`config.mk`:
```
export PLATFORM = sky130hd
export DESIGN_NAME = flagged_alu
export DESIGN_NICKNAME = d
export VERILOG_FILES = /design/src/rtl/flagged_alu_pkg.sv /design/src/rtl/fa_adder.sv /design/src/rtl/fa_logic.sv /design/src/rtl/fa_mul.sv /design/src/rtl/flagged_alu.sv
export SDC_FILE = /design/constraint.sdc
export NUM_CORES = 1
export LEC_CHECK = 0
export BUFFER_PORTS_ARGS = -buffer_cell sky130_fd_sc_hd__buf_2
export CAP_MARGIN = 20
export CORE_MARGIN = 2
export CORE_UTILIZATION = 60
export CTS_CLUSTER_SIZE = 14
export DETAILED_ROUTE_END_ITERATION = 16
export MAX_ROUTING_LAYER = met4
export PLACE_DENSITY = 0.76
export SLEW_MARGIN = 20
export SYNTH_ARGS = -nofsm -noshare
export SYNTH_HDL_FRONTEND = slang
export SYNTH_SLANG_ARGS = --single-unit
```
`constraint.sdc`:
```
create_clock -name clk -period 10.4 [get_ports clk]
set_input_delay 1.56 -clock clk [delete_from_list [all_inputs] [get_ports clk]]
set_output_delay 1.56 -clock clk [all_outputs]
set_load 0.005 [all_outputs]
```
`src/rtl/flagged_alu_pkg.sv`:
```
package flagged_alu_pkg;

  typedef enum logic [3:0] {
    OP_AND = 4'd0,
    OP_EOR = 4'd1,
    OP_ORR = 4'd2,
    OP_BIC = 4'd3,
    OP_MVN = 4'd4,
    OP_MUL = 4'd5,
    OP_MOV = 4'd6,
    OP_TST = 4'd7,
    OP_ADD = 4'd8,
    OP_SUB = 4'd9,
    OP_ADC = 4'd10,
    OP_SBC = 4'd11,
    OP_NEG = 4'd12,
    OP_CMP = 4'd13,
    OP_CMN = 4'd14,
    OP_RSV = 4'd15
  } alu_op_e;

  localparam int FLAG_N = 3;
  localparam int FLAG_Z = 2;
  localparam int FLAG_C = 1;
  localparam int FLAG_V = 0;

  // Arithmetic ops all carry bit 3 of the code, except the reserved one.
  function automatic logic op_is_arith(input logic [3:0] op);
    return op[3] && (op != OP_RSV);
  endfunction

  function automatic logic op_writes(input logic [3:0] op);
    return !(op == OP_CMP || op == OP_CMN || op == OP_TST || op == OP_RSV);
  endfunction

endpackage

```
`src/rtl/fa_adder.sv`:
```
module fa_adder #(
  parameter int W = 32
) (
  input  logic [W-1:0] x,
  input  logic [W-1:0] y,
  input  logic         inv_y,
  input  logic         cin,
  output logic [W-1:0] sum,
  output logic         cout,
  output logic         ovf
);
  logic [W-1:0] y_eff;
  logic [W:0]   wide;

  function automatic logic [W:0] add_wide(input logic [W-1:0] p,
                                          input logic [W-1:0] q,
                                          input logic c);
    return {1'b0, p} + {1'b0, q} + {{W{1'b0}}, c};
  endfunction

  always_comb begin
    y_eff = inv_y ? ~y : y;
    wide  = add_wide(x, y_eff, cin);
    sum   = wide[W-1:0];
    cout  = wide[W];
    ovf   = (x[W-1] == y_eff[W-1]) && (wide[W-1] != x[W-1]);
  end
endmodule

```
`src/rtl/fa_logic.sv`:
```
module fa_logic #(
  parameter int W = 32
) (
  input  logic [3:0]   op,
  input  logic [W-1:0] a,
  input  logic [W-1:0] b,
  output logic [W-1:0] y
);
  import flagged_alu_pkg::*;

  always_comb begin
    unique case (op)
      OP_AND, OP_TST: y = a & b;
      OP_EOR:         y = a ^ b;
      OP_ORR:         y = a | b;
      OP_BIC:         y = a & ~b;
      OP_MVN:         y = ~b;
      OP_MOV:         y = b;
      default:        y = '0;
    endcase
  end
endmodule

```
`src/rtl/fa_mul.sv`:
```
module fa_mul #(
  parameter int W = 32
) (
  input  logic [W-1:0] a,
  input  logic [W-1:0] b,
  output logic [W-1:0] lo
);
  localparam int PW = 2 * W;
  logic [PW-1:0] full;

  always_comb begin
    full = {{W{1'b0}}, a} * {{W{1'b0}}, b};
    lo   = full[W-1:0];
  end
endmodule

```
`src/rtl/flagged_alu.sv`:
```
module flagged_alu #(
  parameter int W = 32
) (
  input  logic         clk,
  input  logic         rst_n,
  input  logic         issue_vld,
  input  logic [3:0]   op_code,
  input  logic [W-1:0] opnd_a,
  input  logic [W-1:0] opnd_b,
  input  logic [3:0]   flags_in,
  output logic [W-1:0] res_q,
  output logic         rd_we,
  output logic [3:0]   flags_q,
  output logic         res_vld
);
  import flagged_alu_pkg::*;

  localparam int MSB = W - 1;

  // Named internal events, visible to the bound checker.
  logic [W-1:0] add_x, add_sum, logic_y, mul_lo, res_d;
  logic         add_inv, add_cin, add_cout, add_ovf;
  logic         is_arith, is_mul, is_rsv, does_write;
  logic [3:0]   flags_d;

  assign is_arith   = op_is_arith(op_code);
  assign is_mul     = (op_code == OP_MUL);
  assign is_rsv     = (op_code == OP_RSV);
  assign does_write = op_writes(op_code);

  always_comb begin
    add_x   = opnd_a;
    add_inv = 1'b0;
    add_cin = 1'b0;
    unique case (op_code)
      OP_SUB, OP_CMP: begin add_inv = 1'b1; add_cin = 1'b1; end
      OP_ADC:         add_cin = flags_in[FLAG_C];
      OP_SBC:         begin add_inv = 1'b1; add_cin = flags_in[FLAG_C]; end
      OP_NEG:         begin add_x = '0; add_inv = 1'b1; add_cin = 1'b1; end
      default:        ;
    endcase
  end

  fa_adder #(.W(W)) u_add (
    .x(add_x), .y(opnd_b), .inv_y(add_inv), .cin(add_cin),
    .sum(add_sum), .cout(add_cout), .ovf(add_ovf)
  );

  fa_logic #(.W(W)) u_log (
    .op(op_code), .a(opnd_a), .b(opnd_b), .y(logic_y)
  );

  fa_mul #(.W(W)) u_mul (
    .a(opnd_a), .b(opnd_b), .lo(mul_lo)
  );

  always_comb begin
    if (is_arith)      res_d = add_sum;
    else if (is_mul)   res_d = mul_lo;
    else if (is_rsv)   res_d = '0;
    else               res_d = logic_y;

    if (is_rsv) begin
      flags_d = flags_in;
    end else begin
      flags_d[FLAG_N] = res_d[MSB];
      flags_d[FLAG_Z] = (res_d == '0);
      flags_d[FLAG_C] = is_arith ? add_cout : flags_in[FLAG_C];
      flags_d[FLAG_V] = is_arith ? add_ovf  : flags_in[FLAG_V];
    end
  end

  always_ff @(posedge clk) begin
    if (!rst_n) begin
      res_q   <= '0;
      flags_q <= '0;
      rd_we   <= 1'b0;
      res_vld <= 1'b0;
    end else begin
      res_vld <= issue_vld;
      rd_we   <= issue_vld && does_write;
      if (issue_vld) begin
        res_q   <= res_d;
        flags_q <= flags_d;
      end
    end
  end
endmodule

```
==> results_dict.tcl <==
set metrics [dict create \
    clock_sinks 38 \
    clock.fmax_mhz 104 \
    vias 20100 \
    cp_slowest_cell "nor4_1" \
    crit_type "in2reg" \
    crit_chain "buf_2, clkinv_1, nor2_1, fa_1, inv_1, fa_1, fa_1, fa_1, fa_1, fa_1, fa_1, fa_1, inv_1, ha_1, nand3_1, nor3_1, o2111ai_1, nand3_1, a21oi_1, nand4b_1, o21ai_0, nor4_1, nand4_1, o41ai_2" \
    syn_area_um2 21600 \
    status "finished, final reports clean" \
    hold_class "reg2reg" \
    route.met3.wl_mm 11.1 \
    ys_types 85 \
    htreeDepth 2 \
    coreArea_um2 35500 \
    dp_hpwl_mm 65.6 \
    routed-wl-met2_mm 35.1 \
    drv_slew 0 \
    clk_pin_slew_ns 0.06 \
    holdWs_ns 0.464 \
    start_util 0.609 \
    cts_tree "yes" \
    synth_ff_type "dfxtp_1" \
    synthCells 2650 \
    syn_area_per_cell_um2 8.15 \
    async_flop_share 0 \
    setup_viol 0 \
    ctsHoldBuffers 0 \
    ys.warnings.count 0 \
    antenna_found_initial 3 \
    drtPass1Iterations 6 \
    drc 0 \
    maxCapViolations 0 \
    drt_iter0_drc 2332 \
    grt_pass1_wl_mm 127 \
    fillerInstances 3131 \
    viasPerCell 6.43 \
    ant_nets 0 \
    portBuffers 112 \
    tightest_slew_ns 1.03 \
    drive_gt1_frac 0.0777 \
    cpPeakStageDelay_ns 0.70 \
    wl_mm 84.0 \
    crit_required_ns 10.59 \
    timing.final.crit_share 0.923 \
    startpoint_type "primary input" \
    place_congestion 1.13 \
    synth-seq-area-share 0.0352 \
    grt_max_degree 60 \
    die_w_um 194 \
    synth_seq_cells 38 \
    cp.arrival_ns 9.79 \
    rsz0062_at_grt "false" \
    timing.critical_path.mode_cell "fa_1" \
    grt_pass1_vias 20700 \
    end_kind "register" \
    postCtsSetupRepairBufs 0 \
    cts_made_buffers 5 \
    area_growth_syn_to_layout_pct 5.13 \
    dieArea_um2 37500 \
    rows 69 \
    avgRoutedWirePerCell_um 26.9 \
    grt_use_total 0.466 \
    synth_nets 3337 \
    grt_overflow_total 0 \
    worstSkewPairLatency_ns 0.28 \
    regArea_um2 761 \
    finClkSkew_ns 0 \
    post_cts_resized 0 \
    final_net_count 3349 \
    maxSlewHeadroom 0.314 \
    finalSetupTns_ns 0 \
    hold_violations 0 \
    ios 113 \
    die_h_um 194 \
    crit_fanout 25 \
    root_buffer "clkbuf_16" \
    synth_edf_count 0 \
    drt-met1-wl_mm 30.6 \
    multiInputGateArea_um2 18800 \
    clockBufferDepth 2 \
    layout_min_cycle_time_ns 9.60 \
    top_layer_used "met4" \
]
-- worst paths after layout --
| kind | startpoint | to | slack, ns | depth (start not counted) |
|---|---|---|---|---|
| setup / recovery | opnd_b[3] | flags_q[2]$_SDFFE_PN0P_ | 0.80 | 24 |
| hold reg to reg | res_q[15]$_SDFFE_PN0P_ | res_q[15]$_SDFFE_PN0P_ | 0.46 | 2 |
| setup reg to reg | flags_q[2]$_SDFFE_PN0P_ | flags_q[2]$_SDFFE_PN0P_ | 8.33 | 7 |
| hold / removal | res_q[15]$_SDFFE_PN0P_ | res_q[15]$_SDFFE_PN0P_ | 0.46 | 2 |
-- placed cells by master (no fill, tap or decap), drive strengths merged, types with 11 or more instances in the layout --
master  count
o21ai      79
a21o       25
o22ai      11
nand3      15
xnor2     116
nand2     421
a22oi      13
o211ai     28
a31oi      15
fa        410
o21a       12
a211oi     34
inv       349
nor2b      15
mux2i      23
nor3       22
clkinv     28
xor2       27
nor2      318
buf       160
dfxtp      38
or3        16
a21oi      98
and2       11
ha        202
nand2b     12
-- routing by layer --
metal / GRT usage / up-vias
met5: - / -
met4: 0.304 / 0
met3: 0.118 / 368
met2: 0.672 / 1489
met1: 0.582 / 9759
li1: - / 8494
-- cell type report --
| class | instances | share of cell area |
|---|---|---|
| clock buffers | 5 | 0.00551 |
| repair buffers | 160 | 0.0405 |
| well taps | 461 | 0.0254 |
| diodes | 5 | 0.000551 |
| clock inverters | 3 | 0.00303 |
| flip-flops and latches | 38 | 0.0335 |
| multi-input cells | 2081 | 0.829 |
| inverters | 376 | 0.0621 |
-- synth_stat cells, types with 7 or more instances --
master / instances / area share
nand4_1: 8 / 0.0023
nand2_1: 421 / 0.073
buf_1: 25 / 0.0043
o22ai_1: 11 / 0.0032
nand2b_1: 12 / 0.0035
mux2i_1: 23 / 0.011
a21o_1: 25 / 0.0087
o21ai_0: 75 / 0.017
a211oi_1: 33 / 0.011
or3_1: 16 / 0.0046
nor3_1: 21 / 0.0049
clkinv_1: 27 / 0.0047
ha_1: 202 / 0.12
a31oi_1: 15 / 0.0043
xor2_1: 27 / 0.011
nand3_1: 15 / 0.0035
o31a_1: 7 / 0.0028
nor2b_1: 15 / 0.0043
and2_1: 9 / 0.0026
a21oi_1: 98 / 0.023
dfxtp_1: 38 / 0.035
o211ai_1: 26 / 0.0090
or2_2: 7 / 0.0020
nand3b_1: 7 / 0.0024
nor2_1: 317 / 0.055
o221ai_1: 9 / 0.0036
xnor2_1: 116 / 0.047
buf_2: 19 / 0.0044
o21a_1: 12 / 0.0042
fa_1: 410 / 0.38
clkbuf_1: 105 / 0.018
a221oi_1: 7 / 0.0028
inv_1: 346 / 0.060
a22oi_1: 13 / 0.0045
-- sequential cells by signal, indices dropped and copies added (netlist names) --
name,cells
rd_we,1
res_q,32
res_vld,1
flags_q,4
-- kinds of logic after synthesis --
kind of cell               Yosys count  synth area share
DFF                                 38            0.0352
muxes                               26            0.0122
buffers and inverters              531            0.0946
xor gates and xnor gates           144            0.0590
and+or+nand+nor                    887             0.173
AOI/OAI and AO/OA                  411             0.129
adders and majority gates          613             0.497
-- stage by stage --
step	util	area, um^2	cells	worst slack [ns]
after floorplan	-	21600	2650	1.74
after global placement	0.634	22500	3116	0.957
after detailed placement	0.634	22500	3116	0.864
after CTS	0.640	22700	3124	1.11
after global routing	0.640	22700	3127	0.652
final	0.640	22700	3129	0.796
-- critical path: cells and delay by family --
family | cells | cell delay (ns)
and+or+nand+nor | 7 | 1.93
adders and majority gates | 9 | 4.26
buffers and inverters | 4 | 1.26
AOI/OAI and AO/OA | 4 | 0.72
Power is left out: the tool's default activity adds up to more than one toggle a clock period on the data nets, which glitch-free logic cannot reach.
